--- config.mk ---
export PLATFORM = sky130hd
export DESIGN_NAME = bus_mode_ctrl
export DESIGN_NICKNAME = d
export VERILOG_FILES = /design/src/rtl/bus_mode_pkg.sv /design/src/rtl/bm_sense_classify.sv /design/src/rtl/bm_mode_qualify.sv /design/src/rtl/bm_disc_ctrl.sv /design/src/rtl/bus_mode_ctrl.sv
export SDC_FILE = /design/constraint.sdc
export NUM_CORES = 1
export LEC_CHECK = 0
export ABC_CLOCK_PERIOD_IN_PS = 3200
export BUFFER_PORTS_ARGS = -buffer_cell sky130_fd_sc_hd__buf_2
export CORE_MARGIN = 2
export CORE_UTILIZATION = 58
export DETAILED_ROUTE_END_ITERATION = 10
export PLACE_DENSITY = 0.76
export SLEW_MARGIN = 20
export SYNTH_ARGS = -nofsm -noshare
export SYNTH_HDL_FRONTEND = slang
export SYNTH_SLANG_ARGS = --single-unit
export TNS_END_PERCENT = 20
--- constraint.sdc ---
create_clock -name clk -period 3.2 [get_ports clk]
set_clock_uncertainty 0.05 [all_clocks]
set_input_delay 0.32 -clock clk [delete_from_list [all_inputs] [get_ports clk]]
set_output_delay 0.32 -clock clk [all_outputs]
set_load 0.1 [all_outputs]
--- src/rtl/bus_mode_pkg.sv ---
// Shared types for the bus mode controller.
// Assumes: the encoding is internal; outputs are decoded one-hot.
package bus_mode_pkg;
    typedef enum logic [1:0] {
        MODE_SE  = 2'd0,
        MODE_LVD = 2'd1,
        MODE_HVD = 2'd2
    } bus_mode_e;
endpackage

--- src/rtl/bm_sense_classify.sv ---
// Turns the three comparator flags into a candidate mode.
// Assumes: flags are already synchronized; a reading is valid only when
// exactly one flag is set.
module bm_sense_classify
    import bus_mode_pkg::*;
(
    input  logic      below_lo_i,
    input  logic      lvd_win_i,
    input  logic      above_hi_i,
    output bus_mode_e raw_mode_o,
    output logic      raw_vld_o
);
    logic [1:0] flag_sum;

    // Count the set flags so that overlaps and gaps are rejected.
    always_comb begin
        flag_sum = {1'b0, below_lo_i} + {1'b0, lvd_win_i} + {1'b0, above_hi_i};
        raw_vld_o = (flag_sum == 2'd1);
    end

    // Map the single set flag to a mode; the value is unused when invalid.
    always_comb begin
        if (above_hi_i)      raw_mode_o = MODE_HVD;
        else if (lvd_win_i)  raw_mode_o = MODE_LVD;
        else                 raw_mode_o = MODE_SE;
    end
endmodule

--- src/rtl/bm_mode_qualify.sv ---
// Commits a candidate mode once it has been steady for DELAY_MS ticks.
// Assumes: ms_tick_i is a one-cycle pulse; DELAY_MS is at least 1.
module bm_mode_qualify
    import bus_mode_pkg::*;
#(
    parameter int DELAY_MS = 200
) (
    input  logic      clk,
    input  logic      rst_n,
    input  bus_mode_e raw_mode_i,
    input  logic      raw_vld_i,
    input  logic      ms_tick_i,
    output bus_mode_e mode_o,
    output logic      locked_o
);
    localparam int CNT_W = (DELAY_MS < 2) ? 1 : $clog2(DELAY_MS + 1);
    localparam logic [CNT_W-1:0] LAST = CNT_W'(DELAY_MS - 1);

    bus_mode_e        mode_q;
    bus_mode_e        cand_q;
    logic             locked_q;
    logic             pend_q;
    logic [CNT_W-1:0] cnt_q;

    // Track the pending candidate, count ticks and commit on expiry.
    always_ff @(posedge clk) begin
        if (!rst_n) begin
            mode_q   <= MODE_SE;
            cand_q   <= MODE_SE;
            locked_q <= 1'b0;
            pend_q   <= 1'b0;
            cnt_q    <= '0;
        end else if (!raw_vld_i) begin
            pend_q <= 1'b0;
            cnt_q  <= '0;
        end else if (locked_q && (raw_mode_i == mode_q)) begin
            pend_q <= 1'b0;
            cnt_q  <= '0;
        end else if (!pend_q || (raw_mode_i != cand_q)) begin
            cand_q <= raw_mode_i;
            pend_q <= 1'b1;
            cnt_q  <= '0;
        end else if (ms_tick_i) begin
            if (cnt_q == LAST) begin
                mode_q   <= cand_q;
                locked_q <= 1'b1;
                pend_q   <= 1'b0;
                cnt_q    <= '0;
            end else begin
                cnt_q <= cnt_q + 1'b1;
            end
        end
    end

    assign mode_o   = mode_q;
    assign locked_o = locked_q;
endmodule

--- src/rtl/bm_disc_ctrl.sv ---
// Synchronizes the disconnect input and makes the trim-reload pulse.
// Assumes: disc_i is asynchronous; the pulse fires once after reset and on
// every falling edge of the synchronized disconnect.
module bm_disc_ctrl #(
    parameter int SYNC_STAGES = 2
) (
    input  logic clk,
    input  logic rst_n,
    input  logic disc_i,
    output logic disc_sync_o,
    output logic reload_o
);
    logic [SYNC_STAGES-1:0] sync_q;
    logic                   prev_q;
    logic                   boot_q;
    logic                   reload_q;

    // Synchronizer chain, one flop per stage.
    for (genvar i = 0; i < SYNC_STAGES; i++) begin : g_sync
        if (i == 0) begin : g_first
            // First stage samples the pin.
            always_ff @(posedge clk) begin
                if (!rst_n) sync_q[0] <= 1'b0;
                else        sync_q[0] <= disc_i;
            end
        end else begin : g_next
            // Later stages shift the sample along.
            always_ff @(posedge clk) begin
                if (!rst_n) sync_q[i] <= 1'b0;
                else        sync_q[i] <= sync_q[i-1];
            end
        end
    end

    // Edge detection and the one-cycle reload pulse (boot or disc fall).
    always_ff @(posedge clk) begin
        if (!rst_n) begin
            prev_q   <= 1'b0;
            boot_q   <= 1'b0;
            reload_q <= 1'b0;
        end else begin
            prev_q   <= sync_q[SYNC_STAGES-1];
            boot_q   <= 1'b1;
            reload_q <= !boot_q || (prev_q && !sync_q[SYNC_STAGES-1]);
        end
    end

    assign disc_sync_o = sync_q[SYNC_STAGES-1];
    assign reload_o    = reload_q;
endmodule

--- src/rtl/bus_mode_ctrl.sv ---
// Top of the bus mode controller: classify, qualify, gate termination.
// Assumes: comparator flags synchronous to clk; ms_tick_i one cycle wide.
module bus_mode_ctrl
    import bus_mode_pkg::*;
#(
    parameter int DELAY_MS    = 200,
    parameter int SYNC_STAGES = 2
) (
    input  logic clk,
    input  logic rst_n,
    input  logic below_lo_i,
    input  logic lvd_win_i,
    input  logic above_hi_i,
    input  logic disc_i,
    input  logic ms_tick_i,
    output logic se_o,
    output logic lvd_o,
    output logic hvd_o,
    output logic term_en_o,
    output logic trim_reload_o
);
    bus_mode_e raw_mode;
    logic      raw_vld;
    bus_mode_e mode;
    logic      locked;
    logic      disc_sync;

    bm_sense_classify u_cls (
        .below_lo_i (below_lo_i),
        .lvd_win_i  (lvd_win_i),
        .above_hi_i (above_hi_i),
        .raw_mode_o (raw_mode),
        .raw_vld_o  (raw_vld)
    );

    bm_mode_qualify #(.DELAY_MS(DELAY_MS)) u_qual (
        .clk        (clk),
        .rst_n      (rst_n),
        .raw_mode_i (raw_mode),
        .raw_vld_i  (raw_vld),
        .ms_tick_i  (ms_tick_i),
        .mode_o     (mode),
        .locked_o   (locked)
    );

    bm_disc_ctrl #(.SYNC_STAGES(SYNC_STAGES)) u_disc (
        .clk         (clk),
        .rst_n       (rst_n),
        .disc_i      (disc_i),
        .disc_sync_o (disc_sync),
        .reload_o    (trim_reload_o)
    );

    // Decode status lines and gate the termination switches.
    always_comb begin
        se_o      = (mode == MODE_SE);
        lvd_o     = (mode == MODE_LVD);
        hvd_o     = (mode == MODE_HVD);
        term_en_o = locked && (mode == MODE_LVD) && !disc_sync;
    end
endmodule

==> results of run 1 <==
## power breakdown
| group | switching, uW | internal, uW |
|---|---|---|
| Sequential | 3.40 | 242 |
| Clock | 69.6 | 46.4 |
| Combinational | 21.9 | 16.6 |
## per-layer routing
metal / vias up / track usage, % / share of wire, %
li1: 339 / - / -
met1: 283 / 17.3 / 48
met2: 11 / 27.6 / 48
met3: 2 / 4.26 / 3.1
met4: 0 / 7.50 / 1.2
met5: - / 0 / 0
## worst paths after layout
path	from	end	slack, ps	cells after the start
max	u_qual.mode_o[0]	term_en_o	1280	3
min	disc_i	u_disc.sync_q[0]	180	2
max reg2reg	u_qual.cnt_q[4]	u_qual.mode_o[1]	1520	5
min reg2reg	u_disc.boot_q	u_disc.reload_o	370	1
## final cells by class
type	instances	area, um2
multi-input cells	68	482
fillers	117	474
flip-flops and latches	19	380
repair buffers	11	55.1
clock buffers	3	22.5
well taps	16	20.0
inverters	4	15.0
clock inverters	1	5.00
## flip-flops by register name, indices dropped and copies added (netlist names)
signal	cells
u_qual.locked_o	1
u_disc.disc_sync_o	1
u_disc.reload_o	1
u_qual.pend_q	1
u_disc.boot_q	1
u_qual.cnt_q	8
u_disc.sync_q	1
u_qual.mode_o	2
u_disc.prev_q	1
u_qual.cand_q	2
## placed cells by master, fill, tap and decap left out, drive strengths merged, types with 3 or more instances in the layout
cell type and count:
buf 11, mux2i 5, nand2 13, nor2 11
nor3 3, inv 4, nand2b 3, xor2 4
and2 3, nor2b 4, dfxtp 19, clkbuf 3
## metrics by stage
step / setup slack, ps / hold slack, ps / area [um2] / std cells / power [uW]
after global routing: 1200 / 165 / 980 / 122 / 421
after global placement: 1060 / 353 / 952 / 118 / 289
after detailed placement: 1020 / 361 / 952 / 118 / 289
after floorplan: 619 / 298 / 881 / 92 / 279
after CTS: 1280 / 184 / 980 / 122 / 405
final: 1280 / 184 / 980 / 122 / 400
## logic make-up (layout without fill, tap and decap cells)
family                   after synthesis  in the layout  share of synthesized area (%)
AO/OA/AOI/OAI                          8              8                           9.83
XOR/XNOR                               6              6                           5.98
adder cells (fa/ha/maj)                2              2                           3.70
buffers and inverters                  5             19                           2.14
flip-flops                            19             19                           43.3
multiplexers                           5              5                           5.70
AND/OR/NAND/NOR                       47             47                           29.3
==> impl_metrics.json, run 1 <==
{
  "power_density_nw_per_um2": 408,
  "cts.repair.resized": 0,
  "critPathMaxFanout": 5,
  "grt_pass1_wl_mm": 2.16,
  "cp_slowest_cell": "buf_2",
  "root_buffer": "clkbuf_4",
  "utilization_pct": 67.4,
  "period_minus_slack_ps": 1920,
  "irDropWorstVdd_v": 0.000327,
  "synth-main-ff-cell": "dfxtp_1",
  "viasPerCell": 5.20,
  "rows": 14,
  "grt_max_degree": 15,
  "yosysTopAreaCell": "dfxtp_1",
  "synthCells": 92,
  "grt_overflow": 0,
  "fp.dieH_um": 42.9,
  "wl_per_cell_um": 10.6,
  "synth_seq_cells": 19,
  "async_reset_ff_share_pct": 0,
  "crit_chain": "nor2b_2 > and3b_1 > buf_2",
  "first_pass_iters": 4,
  "nNetsFinal": 116,
  "synth_area_um2": 878,
  "grt_use_total_pct": 15.7,
  "path_clk_slew_ps": 100,
  "drc": 0,
  "crit_path_start_kind": "flop",
  "cpLargestDelayFamily": "simple AND/OR/NAND/NOR gates",
  "final.setup.tns_ps": 0,
  "cpPeakStageDelay_ps": 420,
  "antenna_found_initial": 0,
  "post-cts-setup-buffers": 0,
  "dpl.hpwl_mm": 1.01,
  "vias": 635,
  "drv_cap": 0,
  "slew_headroom_pct": 67.8,
  "status": "finished, final reports clean",
  "yosysWarnings": 0,
  "p_leak_uw": 0.000394,
  "ys_top_cells_by_count": "19 x dfxtp_1, 13 x nand2_1, 11 x nor2_1",
  "gp_congestion": 0.790,
  "clk_latency_ps": 290,
  "rsz0062_at_grt": "no",
  "area_delta_synth_final_pct": 11.5,
  "wl_mm": 1.29,
  "synthesis.nets": 101,
  "antenna_cells": 0,
  "drive_above_1_share_pct": 19.8,
  "fin_crit_sh_pct": 59.9,
  "end_kind": "output pin",
  "cts_tree": "built",
  "setup_viol": 0,
  "port_buffers": 11,
  "cts_hold_buffers": 0,
  "antenna_left": 0,
  "drv_slew": 0,
  "worst_slew_pin_slew_ps": 487,
  "worstHoldPathType": "in2reg",
  "synth_edf_count": 0,
  "clockBufferDepth": 2,
  "synth-seq-area-share_pct": 43.3,
  "yosysMostFrequentCell": "dfxtp_1",
  "finalHoldViolCount": 0,
  "crit_buf_inv": 1,
  "die_w_um": 42.9,
  "cts_buffers": 3,
  "drt_iter0_markers": 7,
  "synth_top_area_share_pct": 43.3,
  "fp.dieArea_um2": 1840,
  "fmax_ghz": 0.522,
  "synth_area_leaders": "dfxtp_1 43%, mux2i_1 5.7%, nand2_1 5.6%, nor2_1 4.7%, xor2_1 4.0%",
  "clock_sinks": 19,
  "htree_levels": 1,
  "cp_data_required_time_ps": 2830,
  "synth.avg_cell_area_um2": 9.55,
  "yosysUniqueCellTypes": 30,
  "core-area_um2": 1450,
  "initial_core_util_pct": 60.4,
  "critPathKind": "reg2out",
  "io_pins": 12,
  "grt_pass1_vias": 584,
  "arrival_ps": 1550
}
Power figures use the tool's default switching activity.
==> run 2, diff against run 1 <==
--- a/config.mk
+++ b/config.mk
@@ -5,12 +5,12 @@
 export SDC_FILE = /design/constraint.sdc
 export NUM_CORES = 1
 export LEC_CHECK = 0
-export ABC_CLOCK_PERIOD_IN_PS = 3200
+export ABC_CLOCK_PERIOD_IN_PS = 1780
 export BUFFER_PORTS_ARGS = -buffer_cell sky130_fd_sc_hd__buf_2
 export CORE_MARGIN = 2
-export CORE_UTILIZATION = 58
+export CORE_UTILIZATION = 54
 export DETAILED_ROUTE_END_ITERATION = 10
-export PLACE_DENSITY = 0.76
+export PLACE_DENSITY = 0.72
 export SLEW_MARGIN = 20
 export SYNTH_ARGS = -nofsm -noshare
 export SYNTH_HDL_FRONTEND = slang
==> constraint.sdc (replaced) <==
create_clock -name clk -period 1.78 [get_ports clk]
set_clock_uncertainty 0.05 [all_clocks]
set_input_delay 0.178 -clock clk [delete_from_list [all_inputs] [get_ports clk]]
set_output_delay 0.178 -clock clk [all_outputs]
set_load 0.1 [all_outputs]
==> run 2 against run 1 <==
- sequential share of layout area fell by 2.3 points
- die area grew 6.7%
- sequential cell count unchanged
- wire length up 10%
- critical path type unchanged
- clock power rose by 84%
- hold slack got worse by 150 ps
- combinational power rose by 130%
- critical endpoint unchanged
- count of clock-buffer cells in the layout is 1 higher
- global-route usage increased by 3.0 points
- first-iteration DRC count rose by 43%
==> impl_metrics.json, run 2 (same netlist as run 1, synthesis figures left out) <==
{
  "grt_use_total_pct": 18.7,
  "intPower_uw": 564,
  "grt_use_met3_pct": 6.12,
  "final_common_cell": "dfxtp_1",
  "root_buffer": "clkbuf_4",
  "viasPerCell": 5.20,
  "crit_chain": "nor2b_4 > and3b_2 > clkbuf_4",
  "cts_hold_buffers": 0,
  "clk_latency_ps": 300,
  "power_density_nw_per_um2": 712,
  "p_sw_uw": 178,
  "fmax_ghz": 0.602,
  "die_w_um": 44.3,
  "dp_slack_ps": -191,
  "worstHoldPathType": "in2reg",
  "regArea_um2": 380,
  "area_delta_synth_final_pct": 18.7,
  "path_clk_slew_ps": 90,
  "clock_sinks": 19,
  "cpPeakStageDelay_ps": 410,
  "grt_use_met1_pct": 18.7,
  "nNetsFinal": 121,
  "switching_share_pct": 24.0,
  "cp_data_required_time_ps": 1550,
  "combPwrFrac_pct": 11.7,
  "drv_slew": 0,
  "use_met2_pct": 33.5,
  "wl_mm": 1.43,
  "clkPwrFrac_pct": 28.9,
  "grt_pass1_wl_mm": 2.58,
  "period_minus_slack_ps": 1660,
  "core-area_um2": 1520,
  "drv_cap": 0,
  "status": "finished, final reports clean",
  "io_pins": 12,
  "grt_pass1_vias": 627,
  "cts_tree": "built",
  "antenna_cells": 0,
  "critPathMaxFanout": 5,
  "finalNonFillerCells": 127,
  "drc": 0,
  "setup_viol": 0,
  "layout_common_cells": "19 x dfxtp_1, 13 x nand2_1, 11 x nor2_1, 10 x buf_2",
  "dpl.hpwl_mm": 1.07,
  "antenna_found_initial": 0,
  "p_leak_uw": 0.000420,
  "busiest_layer": "met2",
  "cp_slowest_cell": "dfxtp_1",
  "cts_buffers": 3,
  "fp.dieArea_um2": 1970,
  "irDropWorstVdd_v": 0.000695,
  "fin_crit_sh_pct": 93.4,
  "arrival_ps": 1430,
  "antenna_left": 0,
  "worst_slew_pin_slew_ps": 484,
  "clockBufferDepth": 2,
  "crit_path_start_kind": "flop",
  "slew_headroom_pct": 68.0,
  "gp_congestion": 0.719,
  "place_inst": 123,
  "grt_max_degree": 15,
  "drive_above_1_share_pct": 27.0,
  "port_buffers": 11,
  "grt_overflow": 0,
  "rsz0062_at_grt": "no",
  "fin_ws_ps": 118,
  "initial_core_util_pct": 57.6,
  "finalHoldViolCount": 0,
  "rows": 14,
  "wl_per_cell_um": 11.2,
  "critPathKind": "reg2out",
  "drt_iter0_markers": 10,
  "fp.dieH_um": 44.3,
  "multi_input_area_um2": 498,
  "num-fill-cells": 127,
  "largest_reg_flops": 8,
  "end_kind": "output pin",
  "seq_power_share_pct": 59.4,
  "vias": 660,
  "htree_levels": 1,
  "first_pass_iters": 2,
  "regMostFlops": "u_qual.cnt_q"
}
-- run 2: final timing paths --
path                                       start  slack (ps)                to  depth (start not counted)
worst max-delay path            u_qual.mode_o[0]         120         term_en_o                          3
worst min-delay path                      disc_i          40  u_disc.sync_q[0]                          2
worst max register to register  u_qual.cand_q[1]         120  u_qual.mode_o[0]                          5
worst min register to register     u_disc.boot_q         360   u_disc.reload_o                          1
-- run 2: worst max-delay path: cells and delay by family (launching register included) --
family                 cells  cell delay (ps)
and+or+nand+nor            2              410
buffers and inverters      1              320
DFF                        1              410
-- run 2: power by group through the flow --
stage | combinational, uW | sequential (uW) | clock (uW)
2_1_floorplan | 48.9 | 459 | 0
3_3_place_gp | 85.1 | 450 | 0
4_1_cts | 87.4 | 441 | 224
5_1_grt | 95.4 | 442 | 239
3_5_place_dp | 87.5 | 451 | 0
6_report | 86.6 | 441 | 214
-- run 2: repair_timing --
item                                    CTS  global route
endpoints found under the setup margin    0             1
buffers inserted                          0             0
resized for setup                         0             1
-- run 2: layout make-up --
type	count	area share (%)
Clock buffer	4	2.52
Multi-Input combinational cell	68	47.8
Inverter	4	2.16
Tap cell	16	1.92
Timing Repair Buffer	16	9.12
Sequential cell	19	36.5
-- run 2: stage by stage --
step / hold slack (ps) / power (uW) / cell area (um2) / setup TNS, ps / util (%)
finish: 35.8 / 742 / 1040 / 0 / 68.4
global placement: 337 / 536 / 1010 / -1190 / 66.5
CTS: 27.4 / 752 / 1040 / 0 / 68.2
floorplan: 156 / 508 / 905 / -141 / -
detailed placement: 338 / 538 / 1010 / -1730 / 66.5
global route: 39.7 / 776 / 1040 / 0 / 68.4
-- run 2: routing by layer --
| layer | share of wire, % | wire length [um] |
|---|---|---|
| met4 | 2.7 | 39 |
| met2 | 49 | 704 |
| met1 | 44 | 624 |
| met3 | 4.0 | 57 |
| met5 | 0 | 0 |
==> run 3, diff against run 2 <==
--- a/config.mk
+++ b/config.mk
@@ -5,12 +5,13 @@
 export SDC_FILE = /design/constraint.sdc
 export NUM_CORES = 1
 export LEC_CHECK = 0
-export ABC_CLOCK_PERIOD_IN_PS = 1780
+export ABC_CLOCK_PERIOD_IN_PS = 1500
 export BUFFER_PORTS_ARGS = -buffer_cell sky130_fd_sc_hd__buf_2
 export CORE_MARGIN = 2
-export CORE_UTILIZATION = 54
+export CORE_UTILIZATION = 49
 export DETAILED_ROUTE_END_ITERATION = 10
-export PLACE_DENSITY = 0.72
+export HOLD_SLACK_MARGIN = 0.15
+export PLACE_DENSITY = 0.68
 export SLEW_MARGIN = 20
 export SYNTH_ARGS = -nofsm -noshare
 export SYNTH_HDL_FRONTEND = slang
==> constraint.sdc (replaced) <==
create_clock -name clk -period 1.5 [get_ports clk]
set_clock_uncertainty 0.05 [all_clocks]
set_input_delay 0.15 -clock clk [delete_from_list [all_inputs] [get_ports clk]]
set_output_delay 0.15 -clock clk [all_outputs]
set_load 0.1 [all_outputs]
==> run 3 against run 2 <==
- the run now ends with setup timing left
- worst setup slack lost 190 ps
- count of clock-buffer cells in the layout is the same
- clock power grew 18%
- sequential cell count is the same
- cell area grew 17%
- first-iteration DRC count grew 30%
- via count grew 8.2%
- largest power group unchanged
- core utilization grew 3.2 points
- sequential share of layout area shrank 5.1 points
==> impl_metrics.json, run 3 (same netlist as run 1, synthesis figures left out) <==
{
  "placed_cell_area_um2": 1120,
  "clockBufferDepth": 2,
  "antenna_found_initial": 0,
  "whs_ps": 242,
  "largest_reg_flops": 8,
  "viasPerCell": 4.92,
  "dpl.hpwl_mm": 1.18,
  "antenna_left": 0,
  "drc": 0,
  "fp.dieArea_um2": 2150,
  "worst_slew_pin_slew_ps": 484,
  "fp.dieH_um": 46.3,
  "gp_congestion": 0.766,
  "finalHoldViolCount": 0,
  "path_clk_slew_ps": 100,
  "p_leak_uw": 0.000492,
  "drv_slew": 0,
  "port_buffers": 11,
  "final_common_cell": "dfxtp_1",
  "clk_latency_ps": 300,
  "regMostFlops": "u_qual.cnt_q",
  "wl_mm": 1.66,
  "clock_sinks": 19,
  "nNetsFinal": 130,
  "core-area_um2": 1710,
  "grt_max_degree": 15,
  "rows": 15,
  "design_area_um2": 1220,
  "num-fill-cells": 129,
  "wl_per_cell_um": 11.4,
  "grt_use_total_pct": 19.1,
  "grt_overflow": 0,
  "utilization_pct": 71.6,
  "critPathKind": "reg2out",
  "fin_ws_ps": -72.9,
  "die_w_um": 46.3,
  "io_pins": 12,
  "area_delta_synth_final_pct": 39.2,
  "antenna_cells": 0,
  "root_buffer": "clkbuf_4",
  "drt_iter0_markers": 13,
  "end_kind": "output pin",
  "total_power_uw": 892,
  "cp_data_required_time_ps": 1300,
  "setup_viol": 6,
  "critPathMaxFanout": 5,
  "violations": "setup timing",
  "cts_tree": "built",
  "first_pass_iters": 4,
  "fin_crit_sh_pct": 105,
  "grt_pass1_vias": 636,
  "rsz0062_at_grt": "yes",
  "final.setup.tns_ps": -242,
  "crit_path_start_kind": "flop",
  "grt_pass1_wl_mm": 2.86,
  "period_minus_slack_ps": 1570,
  "cts_buffers": 3,
  "multi_input_area_um2": 504,
  "worstHoldPathType": "in2reg",
  "fmax_ghz": 0.636,
  "irDropWorstVdd_v": 0.000463,
  "layout_common_cells": "16 x dfxtp_1, 13 x nand2_1, 11 x nor2_1, 9 x buf_4",
  "power_density_nw_per_um2": 730,
  "vias": 714,
  "regArea_um2": 384,
  "initial_core_util_pct": 51.4,
  "status": "complete, but fails checks",
  "slew_headroom_pct": 68.0,
  "drive_above_1_share_pct": 33.3,
  "htree_levels": 1,
  "drv_cap": 0,
  "arrival_ps": 1370
}
==> run 3: cell count changes in the layout (fill, tap and decap cells not counted), sizes merged <==
cell and change:
buf +7, clkbuf -1, dlygate4sd3 +3
==> run 3: stage by stage <==
step           setup WS [ps]  cells
3_3_place_gp            -376    137
2_1_floorplan           -311     92
5_1_grt                 -141    145
6_report               -72.9    145
3_5_place_dp            -436    137
4_1_cts                -81.5    145
==> run 3: cell type report <==
cell class | count | share of cell area (%)
Inverter | 4 | 2.05
Clock buffer | 4 | 2.15
Sequential cell | 19 | 31.4
Tap cell | 25 | 2.56
Multi-Input combinational cell | 68 | 41.2
Timing Repair Buffer | 25 | 20.6
==> run 3: metal layers <==
layer / track usage, % / vias to the layer above / share of wire, %
met5: 0 / - / 0
met4: 6.86 / 0 / 1.5
met3: 5.88 / 4 / 2.9
met2: 29.2 / 9 / 49
met1: 25.1 / 336 / 47
li1: - / 365 / -
==> run 3: worst paths after layout <==
path                          from          endpoint  slack, ps  cells past startpoint
setup / recovery  u_qual.mode_o[1]         term_en_o        -70                      5
hold / removal          above_hi_i  u_qual.cand_q[1]        240                      4
setup reg to reg  u_qual.mode_o[1]  u_qual.mode_o[0]        -40                      6
hold reg to reg      u_disc.boot_q   u_disc.reload_o        370                      1
==> run 3: power by group <==
part	internal, uW	leakage [uW]	switching (uW)
clock network	104	0.0000150	148
registers	516	0.000156	6.50
logic	60.4	0.000321	57.1
total	680	0.000492	212
==> run 3: what timing repair did <==
action	in CTS	in global routing
hold buffers	3	0
setup buffers	1	0
pin swaps	4	5
endpoints found under the hold margin	5	0
endpoints found under the setup margin	10	16
resized for setup	4	8
==> run 3: worst max-delay path: stages, from the launching register on <==
cell and delay, ps:
dfxtp_2 340, buf_6 120, nor2b_4 140, buf_6 110, and3b_2 190, buf_12 170
